==> src/rtl/sertx_pkg.sv <==
package sertx_pkg;
  localparam int unsigned CHAR_MAX_D = 8;
  localparam int unsigned CHAR_MIN_D = 5;
  localparam int unsigned LEN_W_D    = $clog2(CHAR_MAX_D - CHAR_MIN_D + 1);
  // start + data + parity + two stops
  localparam int unsigned FRAME_EXTRA = 4;
endpackage

==> src/rtl/sertx_hold.sv <==
module sertx_hold #(
  parameter int unsigned CHAR_MAX = sertx_pkg::CHAR_MAX_D
) (
  input  logic                clk,
  input  logic                rst,
  input  logic                tx_en,
  input  logic                wr_stb,
  input  logic [CHAR_MAX-1:0] wr_data,
  input  logic                take,
  output logic                en_q,
  output logic                full,
  output logic [CHAR_MAX-1:0] data
);
  always_ff @(posedge clk) begin
    if (rst) begin
      en_q <= 1'b0;
      full <= 1'b0;
      data <= '0;
    end else begin
      en_q <= tx_en;
      if (!en_q) begin
        full <= 1'b0;                 // disabled: nothing is kept
      end else if (take) begin
        full <= 1'b0;
      end else if (wr_stb && !full) begin
        full <= 1'b1;
        data <= wr_data;
      end
    end
  end

  // a write while already full leaves the held character untouched
  p_keep_held_r3: assert property (@(posedge clk) disable iff (rst)
    (full && wr_stb && !take) |=> (data == $past(data)));

  // disabled state drains the holding stage
  p_drop_when_off_r4: assert property (@(posedge clk) disable iff (rst)
    !en_q |=> !full);
endmodule

==> src/rtl/sertx_shift.sv <==
module sertx_shift #(
  parameter int unsigned CHAR_MAX = sertx_pkg::CHAR_MAX_D,
  parameter int unsigned CHAR_MIN = sertx_pkg::CHAR_MIN_D,
  parameter int unsigned LEN_W    = sertx_pkg::LEN_W_D
) (
  input  logic                clk,
  input  logic                rst,
  input  logic                tick,
  input  logic                load_ok,
  input  logic [CHAR_MAX-1:0] hold_data,
  input  logic [LEN_W-1:0]    fmt_len,
  input  logic                fmt_par,
  input  logic                fmt_odd,
  input  logic                fmt_stop2,
  output logic                take,
  output logic                busy,
  output logic                txd
);
  localparam int unsigned FRAME_W = CHAR_MAX + sertx_pkg::FRAME_EXTRA;
  localparam int unsigned CNT_W   = $clog2(FRAME_W + 1);

  logic [FRAME_W-1:0] frame;
  logic [FRAME_W-1:0] sh;
  logic [CNT_W-1:0]   flen;
  logic [CNT_W-1:0]   cnt;
  logic               par_bit;
  logic               more;
  int                 nchar;

  // assemble the whole frame from the held character and current format
  always_comb begin
    nchar = int'(CHAR_MIN) + int'(fmt_len);
    if (nchar > int'(CHAR_MAX)) nchar = int'(CHAR_MAX);
    frame    = '1;
    frame[0] = 1'b0;
    par_bit  = fmt_odd;
    for (int i = 0; i < int'(CHAR_MAX); i++) begin
      if (i < nchar) begin
        frame[i+1] = hold_data[i];
        par_bit    = par_bit ^ hold_data[i];
      end
    end
    if (fmt_par) frame[nchar+1] = par_bit;
    flen = CNT_W'(1 + nchar + (fmt_par ? 1 : 0) + (fmt_stop2 ? 2 : 1));
  end

  assign more = busy && (cnt > CNT_W'(1));
  assign take = tick && load_ok && !more;

  always_ff @(posedge clk) begin
    if (rst) begin
      busy <= 1'b0;
      txd  <= 1'b1;
      sh   <= '1;
      cnt  <= '0;
    end else if (tick) begin
      if (more) begin
        txd <= sh[0];
        sh  <= {1'b1, sh[FRAME_W-1:1]};
        cnt <= cnt - CNT_W'(1);
      end else if (load_ok) begin
        txd  <= frame[0];
        sh   <= {1'b1, frame[FRAME_W-1:1]};
        cnt  <= flen;
        busy <= 1'b1;
      end else begin
        busy <= 1'b0;
        txd  <= 1'b1;
      end
    end
  end

  // the line only moves on a baud enable
  p_step_on_tick_r6: assert property (@(posedge clk) disable iff (rst)
    !tick |=> $stable(txd));

  // a load always begins with the low start bit
  p_start_low_r6: assert property (@(posedge clk) disable iff (rst)
    take |=> !txd);
endmodule

==> src/rtl/sertx_top.sv <==
module sertx_top #(
  parameter int unsigned CHAR_MAX = sertx_pkg::CHAR_MAX_D,
  parameter int unsigned CHAR_MIN = sertx_pkg::CHAR_MIN_D,
  parameter int unsigned LEN_W    = sertx_pkg::LEN_W_D
) (
  input  logic                clk,
  input  logic                rst,
  input  logic                tx_en,
  input  logic                wr_stb,
  input  logic [CHAR_MAX-1:0] wr_data,
  input  logic                baud_tick,
  input  logic [LEN_W-1:0]    cfg_len,
  input  logic                cfg_par_en,
  input  logic                cfg_par_odd,
  input  logic                cfg_stop2,
  output logic                txd,
  output logic                tx_ready,
  output logic                tx_empty
);
  logic                en_q;
  logic                full;
  logic                take;
  logic                busy;
  logic [CHAR_MAX-1:0] hdata;

  sertx_hold #(.CHAR_MAX(CHAR_MAX)) u_hold (
    .clk(clk), .rst(rst), .tx_en(tx_en), .wr_stb(wr_stb), .wr_data(wr_data),
    .take(take), .en_q(en_q), .full(full), .data(hdata)
  );

  sertx_shift #(.CHAR_MAX(CHAR_MAX), .CHAR_MIN(CHAR_MIN), .LEN_W(LEN_W)) u_shift (
    .clk(clk), .rst(rst), .tick(baud_tick), .load_ok(en_q && full),
    .hold_data(hdata), .fmt_len(cfg_len), .fmt_par(cfg_par_en),
    .fmt_odd(cfg_par_odd), .fmt_stop2(cfg_stop2),
    .take(take), .busy(busy), .txd(txd)
  );

  assign tx_ready = en_q && !full;
  assign tx_empty = !busy && !full;

  // a low enable blocks writes from the next cycle on
  p_ready_off_r4: assert property (@(posedge clk) disable iff (rst)
    !tx_en |=> !tx_ready);

  // an accepted write occupies the holding stage
  p_write_fills_r2: assert property (@(posedge clk) disable iff (rst)
    (wr_stb && tx_ready) |=> !tx_ready);

  // an empty transmitter leaves the line at idle level
  p_idle_high_r10: assert property (@(posedge clk) disable iff (rst)
    tx_empty |-> txd);

  // underrun is only flagged after a high bit period ends
  p_empty_after_stop_r10: assert property (@(posedge clk) disable iff (rst)
    $rose(tx_empty) |-> $past(txd));
endmodule

==> config.mk <==
export PLATFORM = sky130hd
export DESIGN_NAME = sertx_top
export DESIGN_NICKNAME = d
export VERILOG_FILES = /design/src/rtl/sertx_pkg.sv /design/src/rtl/sertx_hold.sv /design/src/rtl/sertx_shift.sv /design/src/rtl/sertx_top.sv
export SDC_FILE = /design/constraint.sdc
export NUM_CORES = 1
export LEC_CHECK = 0
export BUFFER_PORTS_ARGS = -buffer_cell sky130_fd_sc_hd__buf_2
export CELL_PAD_IN_SITES_DETAIL_PLACEMENT = 1
export CELL_PAD_IN_SITES_GLOBAL_PLACEMENT = 2
export CORE_AREA = 2 2 78 80
export DETAILED_ROUTE_END_ITERATION = 12
export DIE_AREA = 0 0 80 82
export PLACE_DENSITY = 0.84
export SLEW_MARGIN = 20
export SYNTH_ARGS = -nofsm -noshare
export SYNTH_HDL_FRONTEND = slang
export SYNTH_SLANG_ARGS = --single-unit
==> constraint.sdc <==
create_clock -name clk -period 1.9 [get_ports clk]
set_input_delay 0.38 -clock clk [delete_from_list [all_inputs] [get_ports clk]]
set_output_delay 0.38 -clock clk [all_outputs]
set_load 0.03 [all_outputs]
Yosys cells after proc, flatten, opt, wreduce, memory -nomap -nowiden
Cells that the tools add are included.
{"block": "op_classes", "mux": 30, "magnitude_cmp": 12, "shift": 0, "n_mul": 0, "div": 0, "n_eq_ne": 0, "addsub": 5, "bitwise": 11, "reduce_logical": 16}
{"operator": "< comparator 4 x 32 -> 1 bit, first input constant", "count": 4}
{"operator": "< comparator 3 x 32 -> 1 bit, first input constant", "count": 2}
{"operator": "two-way mux 12 bit", "count": 3}
{"operator": "adder 32 x 2 -> 32 bit, second input constant", "count": 1}
{"operator": ">= comparator 32 x 1 -> 1 bit, second input constant", "count": 1}
{"operator": "greater-than comparator 32 x 5 -> 1 bit, second input constant", "count": 1}
{"operator": "< comparator 1 x 32 -> 1 bit, first input constant", "count": 1}
{"operator": "< comparator 2 x 32 -> 1 bit, first input constant", "count": 1}
{"operator": "< comparator 32 x 6 -> 1 bit, second input constant", "count": 1}
{"operator": "two-way mux 32 bit", "count": 1}
{"operator": "two-way mux 1 bit", "count": 21}
{"operator": "bitwise mux 12 bit", "count": 1}
{"operator": "adder 4 bit", "count": 2}
{"operator": "logical AND 1 bit", "count": 8}
{"operator": "two-way mux 4 bit", "count": 2}
{"operator": "XOR 1 bit", "count": 8}
{"operator": "adder 3 x 2 -> 4 bit, first input constant", "count": 1}
{"operator": "demux 1 bit (select 4 bit)", "count": 1}
{"operator": "greater-than comparator 4 x 1 -> 1 bit, second input constant", "count": 1}
{"operator": "AND reduction 2 bit", "count": 2}
{"operator": "subtractor 4 x 1 -> 4 bit, second input constant", "count": 1}
{"operator": "zero test 1 bit", "count": 3}
{"operator": "NOT 1 bit", "count": 3}
{"operator": "AND reduction 3 bit", "count": 1}
{"operator": "3 further kinds", "count": 3}
{"block": "word_totals", "memories": 0, "in_bits": 18, "wordCells": 81, "ram_bits": 0, "latch_bits": 0, "reg_bits": 28, "romBits": 0}

Depth between registers and ports, before layout
Gate-level depths: netlist (run 1).
{"block": "depth", "word_depth": 23, "ltp_mapped": 10, "mapped_depth_nobuf": 10}

Modules after synthesis
Synthesis (run 1) repeated with hierarchy kept, for this count alone.
{"block": "hier_totals", "hier_cells": 220, "hier_area_um2": 1876.8}
{"module": "sertx_shift", "cells_each": 177, "area_per_inst_um2": 1426.4, "n_inst": 1, "seq_area_each_um2": 340.3}
{"module": "sertx_hold", "cells_each": 40, "area_per_inst_um2": 434.2, "n_inst": 1, "seq_area_each_um2": 200.2}
{"module": "sertx_top", "cells_each": 3, "area_per_inst_um2": 16.3, "n_inst": 1, "seq_area_each_um2": 0.0}

Worst setup path before layout (run 1)
OpenSTA, ideal clock, no wires.
{"block": "synth_timing", "path_kind": "input to register", "from": "in cfg_len[0]", "to": "reg u_shift.sh[8]", "arrival_ps": 1892, "slack_ps": -117, "required_ps": 1776, "stages": 7, "path_cell_list": "inv_1 ha_1 nor2b_4 xnor3_1 xnor3_2 nor4b_1 o21ai_1"}
{"block": "synth_between", "elab_chain_len": 23, "elab_cells_between_ends": 36, "classes_between": "add/sub: 2; order compare: 11; mux: 15; bitwise: 7; reduce/logical: 1"}
{"item": "from (decl)", "line_no": "sertx_top.sv:12", "rtl": "input logic [LEN_W-1:0] cfg_len,"}
{"item": "adder 3 x 2 -> 4 bit (*)", "line_no": "sertx_shift.sv:32", "rtl": "nchar = int'(CHAR_MIN) + int'(fmt_len);"}
{"item": "greater-than comparator 32 x 5 -> 1 bit", "line_no": "sertx_shift.sv:33", "rtl": "if (nchar > int'(CHAR_MAX)) nchar = int'(CHAR_MAX);"}
{"item": "two-way mux 32 bit (*)", "line_no": "sertx_shift.sv:33"}
{"item": "< comparator 1 x 32 -> 1 bit", "line_no": "sertx_shift.sv:38", "rtl": "if (i < nchar) begin"}
{"item": "two-way mux 1 bit", "line_no": "sertx_shift.sv:38"}
{"item": "XOR 1 bit", "line_no": "sertx_shift.sv:40", "rtl": "par_bit = par_bit ^ hold_data[i];"}
{"item": "two-way mux 1 bit", "line_no": "sertx_shift.sv:38"}
{"item": "XOR 1 bit", "line_no": "sertx_shift.sv:40"}
{"item": "[... 7 more ...]"}
{"item": "XOR 1 bit", "line_no": "sertx_shift.sv:40"}
{"item": "two-way mux 1 bit", "line_no": "sertx_shift.sv:38"}
{"item": "XOR 1 bit", "line_no": "sertx_shift.sv:40"}
{"item": "two-way mux 1 bit", "line_no": "sertx_shift.sv:38"}
{"item": "bitwise mux 12 bit (*)", "line_no": "sertx_shift.sv:43", "rtl": "if (fmt_par) frame[nchar+1] = par_bit;"}
{"item": "two-way mux 12 bit (*)", "line_no": "sertx_shift.sv:43"}
{"item": "two-way mux 12 bit (*)", "line_no": "sertx_shift.sv:61", "rtl": "end else if (load_ok) begin"}
{"item": "two-way mux 12 bit (*)", "line_no": "sertx_shift.sv:57", "rtl": "if (more) begin"}
{"item": "to (signal assigned)", "line_no": "sertx_shift.sv:59", "rtl": "sh <= {1'b1, sh[FRAME_W-1:1]};"}
{"item": "to (signal assigned)", "line_no": "sertx_shift.sv:63", "rtl": "sh <= {1'b1, frame[FRAME_W-1:1]};"}
{"item": "to (decl)", "line_no": "sertx_shift.sv:23", "rtl": "logic [FRAME_W-1:0] sh;"}
Mark *: on every way between the ends. The rest lies on a longest branch, timed or not. The select of a mux whose other input is x is not followed.
A chain may end at the register's enable or synchronous reset.

Final worst setup path (run 1)
{"block": "layout_timing", "from": "in cfg_len[1]", "to": "reg u_shift.sh[8]"}
The elaborated chain is that of the path after synthesis.

==> reports/qor.yml, run 1 <==
synth:
  synth_edf_count: 0
  async_flop_share_pct: 0
  synth-seq-cells: 27
  syn-num-nets: 241
  synthFlopType: "dfxtp_1"
  ys_seq_area_share_pct: 31.76
  synthCells: 208
  yosys.area.top_type: "dfxtp_1"
  yosysUniqueCellTypes: 43
  synth.area.top_cells: "dfxtp_1 32%, ha_1 9.6%, a21oi_1 7.9%"
  syn_area_per_cell_um2: 8.181
  synth.most_common_cell: "nand2_1"
  ys_top_cells_by_count: "28 x nand2_1, 27 x a21oi_1, 27 x dfxtp_1"
  synthesis.area_um2: 1702
  ys_warn_count: 0
  yosysTopAreaCellShare_pct: 31.76
grt:
  grt_pass1_wl_um: 7590
  grt_max_degree: 18
  globalRouteTotalUtil_pct: 14.53
  antenna_found_initial: 0
  first_global_vias: 1568
  grt_overflow: 0
clocking:
  cts-root-buf: "clkbuf_8"
  cts_hold_buf: 0
  cts_made_buffers: 3
  clkTransAtPathRegs_ps: 100
  clkLatencyLatePin_ps: 280
  cts.sink_count: 27
  htree_levels: 1
  cts_buffer_depth: 2
  tritoncts: "yes"
timing:
  fmax_ghz: 0.5277
  rsz0062_at_grt: "yes"
  setup_viol: 0
  maxSlewHeadroom_pct: 64.84
  period_share_pct: 99.75
  skew_ps: 2.429
  maxSlewViolCount: 0
  tightest_slew_ps: 526.3
  fin_crit_ps: 1895
  hold_violations: 0
floorplanning:
  start_util_pct: 29.62
  die_w_um: 80
  rows: 28
  ios: 21
  core_um2: 5746
  die_y_um: 82
  die-area_um2: 6560
drt:
  wl_per_cell_um: 14.12
  final_antenna_net_count: 0
  viasPerCell: 4.985
  drc_errors: 0
  drt_iter0_markers: 77
  wirelength_um: 4603
  firstDrtPassIters: 4
  num_vias: 1625
layout:
  nets: 285
  final_util_pct: 39.76
  layout-drive-gt1-share_pct: 34.26
  n_antenna_cell: 0
  syn2layout_area_growth_pct: 34.26
  final_cells: 326
place:
  gp_congestion: 0.7926
  dp_cells: 314
  io_buffers: 20
  post-dp-hpwl_um: 3449
setup_path:
  slowest_delay_ps: 400
  ff2ff_path_depth: 5
  regToRegEndpoint: "u_shift.sh[8]"
  critPathKind: "in -> reg"
  required_ps: 2070
  cp_max_fo: 8
  crit_path_end_kind: "register"
  crit_arrival_ps: 2070
  rrSetupSlack_ps: 30
  path_cells: "buf_12 > ha_4 > inv_4 > ha_4 > and2b_2 > xnor2_2 > xnor3_2 > nor4b_2 > o21ai_1"
  worst_path_dominant_cell_family: "simple AND/OR/NAND/NOR gates"
  worst_setup_path_start_kind: "primary input"
  worst-path-buf-inv: 2
  r2r-start: "u_hold.data[5]"
  cpMostUsedCell: "ha_4"
  slowest_stage: "xnor3_2"
run:
  maxCapViolCount: 0
min_path:
  min_to: "u_hold.en_q"
  whs_path_depth: 2
  hp-class: "in -> reg"
  worstHoldStart: "tx_en"
status:
  status: "finished clean"
pwr:
  ir_worst_vdd_mv: 0.2592
  p_per_area_nw_per_um2: 521.0
  leakage_uw: 0.0008748
-- worst max path at each step --
stage	startpoint	to	slack (ps)	cells after the start
2_1_floorplan	cfg_len[0]	u_shift.sh[10]	-100	8
3_3_place_gp	cfg_len[0]	u_shift.sh[10]	-340	10
3_5_place_dp	cfg_len[0]	u_shift.sh[10]	-430	10
4_1_cts	u_shift.cnt[0]	u_shift.sh[10]	-1	8
5_1_grt	cfg_len[1]	u_shift.sh[8]	-100	8
6_report	cfg_len[1]	u_shift.sh[8]	5	9
-- worst reg2reg max path, stage by stage (launching register included) --
cell and delay, ps:
dfxtp_2 360, nor2b_4 140, xnor3_1 320, xnor3_2 510, nor4b_2 350, o21ai_1 90
-- flip-flops by register name, indices dropped and copies added (netlist names) --
register	count
u_hold.data	8
u_hold.en_q	1
u_shift.txd	1
u_shift.sh	11
u_shift.busy	1
u_shift.cnt	4
u_hold.full	1
-- report_power, final --
part | switching (µW) | leakage [µW] | internal (µW)
Combinational | 142 | 0.000632 | 121
Clock | 193 | 0.0000217 | 149
Sequential | 8.98 | 0.000221 | 577
Total | 344 | 0.000875 | 846
-- per-layer routing --
metal	up-vias	wire, µm	track usage (%)
li1	812	-	-
met1	793	2295	20.52
met2	15	2203	23.92
met3	5	52	0.6593
met4	0	53	4.576
met5	-	0	0
-- cells by family (layout without fill, tap and decap cells) --
| group | after synthesis | in the layout | share of synthesized area, % |
|---|---|---|---|
| AOI/OAI and AO/OA | 58 | 58 | 21.25 |
| and+or+nand+nor | 76 | 76 | 23.16 |
| buffers and inverters | 23 | 66 | 5.441 |
| DFF | 27 | 27 | 31.76 |
| xor gates and xnor gates | 7 | 7 | 5.294 |
| muxes | 2 | 2 | 1.177 |
| adders and majority gates | 15 | 15 | 11.91 |
-- per-stage QoR --
| stage | TNS [ps] | hold WS, ps | setup slack (ps) | area, µm² | power, µW |
|---|---|---|---|---|---|
| global route | -194.5 | 338.1 | -102.1 | 2285 | 1249 |
| finish | 0 | 310.8 | 4.843 | 2285 | 1190 |
| detailed placement | -3695 | 453.9 | -429.8 | 2079 | 841.8 |
| global placement | -3053 | 445.5 | -337.1 | 2079 | 835.3 |
| floorplan | -219.9 | 430.3 | -95.22 | 1768 | 745.7 |
| CTS | -1.348 | 314.2 | -1.348 | 2153 | 1183 |
-- cell usage in the layout (no fill, tap or decap), types with 5 or more instances in the layout --
master | Yosys | final
o21ai_0 | 8 | 6
nand2_1 | 28 | 28
a21oi_1 | 27 | 26
inv_1 | 12 | 8
o31ai_1 | 5 | 5
nand3_1 | 13 | 13
buf_2 | 2 | 18
nor3_1 | 6 | 5
ha_1 | 13 | 7
nor2_1 | 11 | 8
buf_4 | 1 | 28
dfxtp_1 | 27 | 23
-- area by class of cell --
type                    instances  area (µm²)
clock buffers                   3       41.29
multi-input cells             158        1176
flip-flops and latches         27       545.5
fillers                       708        3461
well taps                      75       93.84
repair buffers                 50       362.8
inverters                      12       57.56
clock inverters                 1       7.507
-- timing repair --
action	in CTS	in global routing
buffers inserted	0	8
setup endpoints to repair	8	14
pin swaps	2	7
resized for setup	7	22
Note: power is estimated with default switching activity, not from simulation.
==> run 2, diff against run 1 <==
Settings changed: CORE_AREA 2 2 78 80 to 2 2 71 73, DIE_AREA 0 0 80 82 to 0 0 73 75, PLACE_DENSITY 0.84 to 0.94.
Clock period 1.9 ns to 2.2 ns, I/O delays scaled along.
==> reports/qor.yml, run 2 (synthesized netlist as in run 1, its figures left out) <==
setup_path:
  crit_arrival_ps: 2310  # +240 ps
  rrSetupSlack_ps: 80  # +50 ps
  worst_setup_path_start_kind: "register"
  slowest_delay_ps: 370  # -30 ps
  path_cells: "inv_1 > ha_1 > nor2_1 > o31a_1 > buf_4 > o21ai_2 > buf_4 > a21oi_1 > a211o_1"
  ff2ff_path_depth: 9  # +4
  r2r-start: "u_shift.cnt[0]"
  critPathKind: "reg -> reg"
  regToRegEndpoint: "u_shift.sh[2]"
  required_ps: 2390  # +320 ps
  worst-path-buf-inv: 3  # +1
  worst_path_dominant_cell_family: "compound AO/OA/AOI/OAI gates"
  slowest_stage: "dfxtp_1"
  cp_max_fo: 7  # -1
  cpMostUsedCell: "buf_4"
  crit_path_end_kind: "register"
  crit_path_start: "u_shift.cnt[0]"
clocking:
  cts_buffer_depth: 2  # unchanged
  clkTransAtPathRegs_ps: 110  # about the same
  tritoncts: "yes"
  htree_levels: 1  # unchanged
  clkLatencyLatePin_ps: 280  # about the same
  cts_hold_buf: 0  # unchanged
  cts_made_buffers: 3  # unchanged
  cts-root-buf: "clkbuf_8"
  cts.sink_count: 27  # unchanged
place:
  post_dp_cell_area_um2: 1964  # -5.5%
  io_buffers: 20  # unchanged
  post-dp-hpwl_um: 3572  # +3.6%
  gp_congestion: 0.8178  # +3.2%
timing:
  hold_violations: 0  # unchanged
  fin_crit_ps: 2125
  setup_viol: 0  # unchanged
  fmax_ghz: 0.4707
  maxSlewViolCount: 0  # unchanged
  skew_ps: 14.99  # +12.56 ps
  maxSlewHeadroom_pct: 78.81  # +14 points
  rsz0062_at_grt: "yes"
  timing.setup.tns_ps: 0  # unchanged
  hold_ws_ps: 367.8  # +56.98 ps
  tightest_slew_ps: 317.6  # -208.8 ps
  period_share_pct: 96.57
min_path:
  hp-class: "in -> reg"
  min_to: "u_hold.en_q"
  worstHoldStart: "tx_en"
  whs_path_depth: 2  # unchanged
status:
  status: "finished clean"
layout:
  top_register: "u_shift.sh"
  reg_top3: "u_shift.sh: 11 flops, u_hold.data: 8 flops, u_shift.cnt: 4 flops"
  nets: 276  # -3.2%
  design_area_um2: 2053  # -10%
  layout-drive-gt1-share_pct: 23.14  # -11 points
  final_common_cell: "nand2_1"
  n_antenna_cell: 0  # unchanged
  final_util_pct: 44.05  # +4.3 points
  syn2layout_area_growth_pct: 20.66
  final_cell_mix: "28 x nand2_1, 27 x a21oi_1, 27 x dfxtp_1, 21 x buf_4, 20 x buf_2"
  largest_reg_flops: 11  # unchanged
drt:
  num_vias: 1563  # -3.8%
  drc_errors: 0  # unchanged
  drt_iter0_markers: 60  # -22%
  wl_per_cell_um: 15.34  # +8.6%
  firstDrtPassIters: 4  # unchanged
  final_antenna_net_count: 0  # unchanged
  wirelength_um: 4540  # -1.4%
  viasPerCell: 5.280  # +5.9%
floorplanning:
  core_um2: 4661  # -19%
  die-area_um2: 5475  # -17%
  start_util_pct: 36.51  # +6.9 points
  ios: 21  # unchanged
  die_w_um: 73  # -8.8%
  rows: 25  # -11%
  die_y_um: 75  # -8.5%
grt:
  antenna_found_initial: 0  # unchanged
  globalRouteTotalUtil_pct: 18.15  # +3.6 points
  grt_max_degree: 19  # +1
  grt_pass1_wl_um: 7776  # +2.5%
  grt_overflow: 0  # unchanged
  first_global_vias: 1618  # +3.2%
run:
  maxCapViolCount: 0  # unchanged
pwr:
  ir_worst_vdd_mv: 0.2265  # -13%
  total_power_uw: 1009  # -15%
  leakage_uw: 0.0008208  # -6.2%
  p_per_area_nw_per_um2: 491.6  # -5.6%
[run 2: worst max path at each step]
stage	endpoint	slack, ps	cells after the start
floorplan	u_shift.sh[8]	120	7
global placement	u_shift.sh[9]	-90	10
detailed placement	u_shift.sh[9]	-190	10
CTS	u_shift.sh[4]	70	8
global route	u_shift.sh[2]	-50	9
finish	u_shift.sh[2]	80	9
[run 2: stage by stage]
stage / worst slack, ps / cells
final: 75.49 / 296
after global routing: -50.58 / 296
after CTS: 65.61 / 294
after detailed placement: -190.0 / 290
after global placement: -93.91 / 290
after floorplan: 123.4 / 208
[run 2: repair_timing]
| action | CTS | global route |
|---|---|---|
| endpoints found under the hold margin | 0 | 0 |
| setup buffers | 0 | 2 |
| endpoints found under the setup margin | 0 | 7 |
| resized for setup | 0 | 4 |
[run 2: power by group]
group	total, µW	switching (µW)	internal [µW]
combinational	199	111	87.7
sequential	506	8.46	498
clock	304	171	133
total	1010	291	719
[run 2: per-layer routing]
metal | wire length (µm) | track usage [%]
met1 | 2269 | 25.12
met2 | 2160 | 30.93
met3 | 82 | 1.205
met4 | 28 | 4.527
met5 | 0 | 0
[run 2: layout make-up]
class | count | area [µm²]
Sequential cell | 27 | 540.5
Tap cell | 54 | 67.56
Clock buffer | 3 | 41.29
Inverter | 12 | 45.04
Multi-Input combinational cell | 158 | 1092
Clock inverter | 1 | 8.758
Fill cell | 577 | 2608
Timing Repair Buffer | 41 | 257.7
[run 2: worst register-to-register path, delay by kind of cell, from the launching register on]
kind                     cells  cell delay, ps
buffers and inverters        3             470
flip-flops                   1             370
AND/OR/NAND/NOR              1              90
AO/OA/AOI/OAI                4             910
adder cells (fa/ha/maj)      1             210
==> run 3, diff against run 2 <==
Settings changed: REMOVE_ABC_BUFFERS set to 1.
==> reports/qor.yml, run 3 (synthesized netlist as in run 1, its figures left out) <==
timing:
  maxSlewViolCount: 0  # unchanged
  fmax_ghz: 0.4691  # -0.34%
  tightest_slew_ps: 481.6  # +164.0 ps
  fin_crit_ps: 2132  # +7.187 ps
  setup_viol: 0  # unchanged
  hold_violations: 0  # unchanged
  skew_ps: 1.365  # -13.63 ps
  hold_ws_ps: 369.9  # +2.113 ps
  maxSlewHeadroom_pct: 67.83  # -11 points
  period_share_pct: 96.90  # +0.33 points
clocking:
  clkLatencyLatePin_ps: 270  # about the same
  cts-root-buf: "clkbuf_8"
  cts_hold_buf: 0  # unchanged
  cts.sink_count: 27  # unchanged
  htree_levels: 1  # unchanged
  cts_buffer_depth: 2  # unchanged
  clkTransAtPathRegs_ps: 90  # -20 ps
  tritoncts: "yes"
  cts_made_buffers: 3  # unchanged
setup_path:
  critPathKind: "in -> reg"
  crit_arrival_ps: 2290  # -20 ps
  required_ps: 2360  # -30 ps
  ff2ff_path_depth: 8  # -1
  r2r-start: "u_shift.cnt[0]"
  cp_max_fo: 8  # +1
  worst_setup_path_start_kind: "primary input"
  regToRegEndpoint: "u_shift.sh[3]"
  crit_path_end_kind: "register"
  rrSetupSlack_ps: 200  # +120 ps
layout:
  nets: 273  # -1.1%
  layout-drive-gt1-share_pct: 25.10  # +2.0 points
  largest_reg_flops: 11  # unchanged
  reg_top3: "u_shift.sh: 11 flops, u_hold.data: 8 flops, u_shift.cnt: 4 flops"
  final_cell_mix: "28 x nand2_1, 27 x dfxtp_1, 26 x a21oi_1, 18 x buf_2, 18 x buf_4"
  syn2layout_area_growth_pct: 22.35
  final_cells: 293  # -1.0%
  final_common_cell: "nand2_1"
  top_register: "u_shift.sh"
  n_antenna_cell: 0  # unchanged
  num-fill-cells: 586  # +1.6%
drt:
  firstDrtPassIters: 4  # unchanged
  num_vias: 1577  # +0.90%
  drc_errors: 0  # unchanged
  wirelength_um: 4686  # +3.2%
  wl_per_cell_um: 15.99  # +4.3%
  drt_iter0_markers: 85  # +42%
  viasPerCell: 5.382  # +1.9%
  final_antenna_net_count: 0  # unchanged
place:
  post-dp-hpwl_um: 3562  # -0.29%
  dp_cells: 288  # -0.69%
  gp_congestion: 0.8141  # -0.45%
  io_buffers: 20  # unchanged
grt:
  first_global_vias: 1636  # +1.1%
  grt_pass1_wl_um: 7962  # +2.4%
  antenna_found_initial: 0  # unchanged
  grt_overflow: 0  # unchanged
  globalRouteTotalUtil_pct: 18.61  # +0.46 points
  grt_max_degree: 16  # -3
min_path:
  hp-class: "in -> reg"
  whs_path_depth: 2  # unchanged
  min_to: "u_hold.en_q"
  worstHoldStart: "tx_en"
run:
  maxCapViolCount: 0  # unchanged
pwr:
  p_per_area_nw_per_um2: 481.6  # -2.0%
  ir_worst_vdd_mv: 0.2167  # -4.3%
  leakage_uw: 0.0008132  # -0.94%
status:
  status: "finished clean"
floorplanning:
  die_y_um: 75  # unchanged
  die_w_um: 73  # unchanged
  die-area_um2: 5475  # unchanged
  ios: 21  # unchanged
  rows: 25  # unchanged
  start_util_pct: 36.51  # unchanged
  core_um2: 4661  # unchanged
## run 3: stage by stage
| stage | utilization [%] | instance area, µm² | setup WS, ps | power [µW] | setup TNS, ps |
|---|---|---|---|---|---|
| detailed placement | 41.83 | 1949 | -421.8 | 709.8 | -2111 |
| CTS | 42.93 | 2001 | -5.905 | 994.5 | -5.905 |
| floorplan | - | 1654 | -66.40 | 624.1 | -66.40 |
| global route | 44.67 | 2082 | -28.37 | 1054 | -38.02 |
| finish | 44.67 | 2082 | 68.30 | 1003 | 0 |
| global placement | 41.83 | 1949 | -119.8 | 703.3 | -735.4 |
## run 3: final cells by class
type	instances	area [µm²]	share of cell area [%]
clock buffers	4	45.04	2.163
inverters	12	47.55	2.284
multi-input cells	158	1137	54.63
flip-flops and latches	27	540.5	25.96
well taps	54	67.56	3.245
repair buffers	38	244.0	11.72
## run 3: critical path, stage by stage
cell      delay [ps]
clkbuf_4         160
ha_4             170
inv_1             70
ha_2             170
and2b_2          230
xnor2_2          130
xnor3_2          500
nor4b_4          320
o21ai_1           90
## run 3: where the power goes
part	leakage (µW)	total (µW)	switching, µW	internal [µW]
Combinational	0.000571	209	117	92.2
Clock	0.0000228	287	157	130
Sequential	0.000219	507	9.08	498
Total	0.000813	1000	283	720
## run 3: layer usage
| metal | up-vias | part of all wire, % | track usage [%] |
|---|---|---|---|
| li1 | 786 | - | - |
| met1 | 772 | 50 | 25.31 |
| met2 | 17 | 47 | 32.33 |
| met3 | 2 | 2.2 | 1.740 |
| met4 | 0 | 0.70 | 3.704 |
| met5 | - | 0 | 0 |
## run 3: how the worst max path moves through the flow
stage / from / end / slack (ps) / depth (start not counted)
after floorplan: u_shift.cnt[0] / u_shift.sh[4] / -70 / 7
after global placement: cfg_len[0] / u_shift.sh[8] / -120 / 10
after detailed placement: cfg_len[0] / u_shift.sh[8] / -420 / 10
after CTS: cfg_len[0] / u_shift.sh[8] / -6 / 10
after global routing: cfg_len[1] / u_shift.sh[8] / -30 / 9
final: cfg_len[1] / u_shift.sh[8] / 70 / 9
## run 3: repair_timing
item	in CTS	in global routing
pin swaps	0	5
endpoints found under the hold margin	0	0
setup buffers	0	1
gates resized for setup	1	18
gates cloned	0	0
setup endpoints to repair	1	11
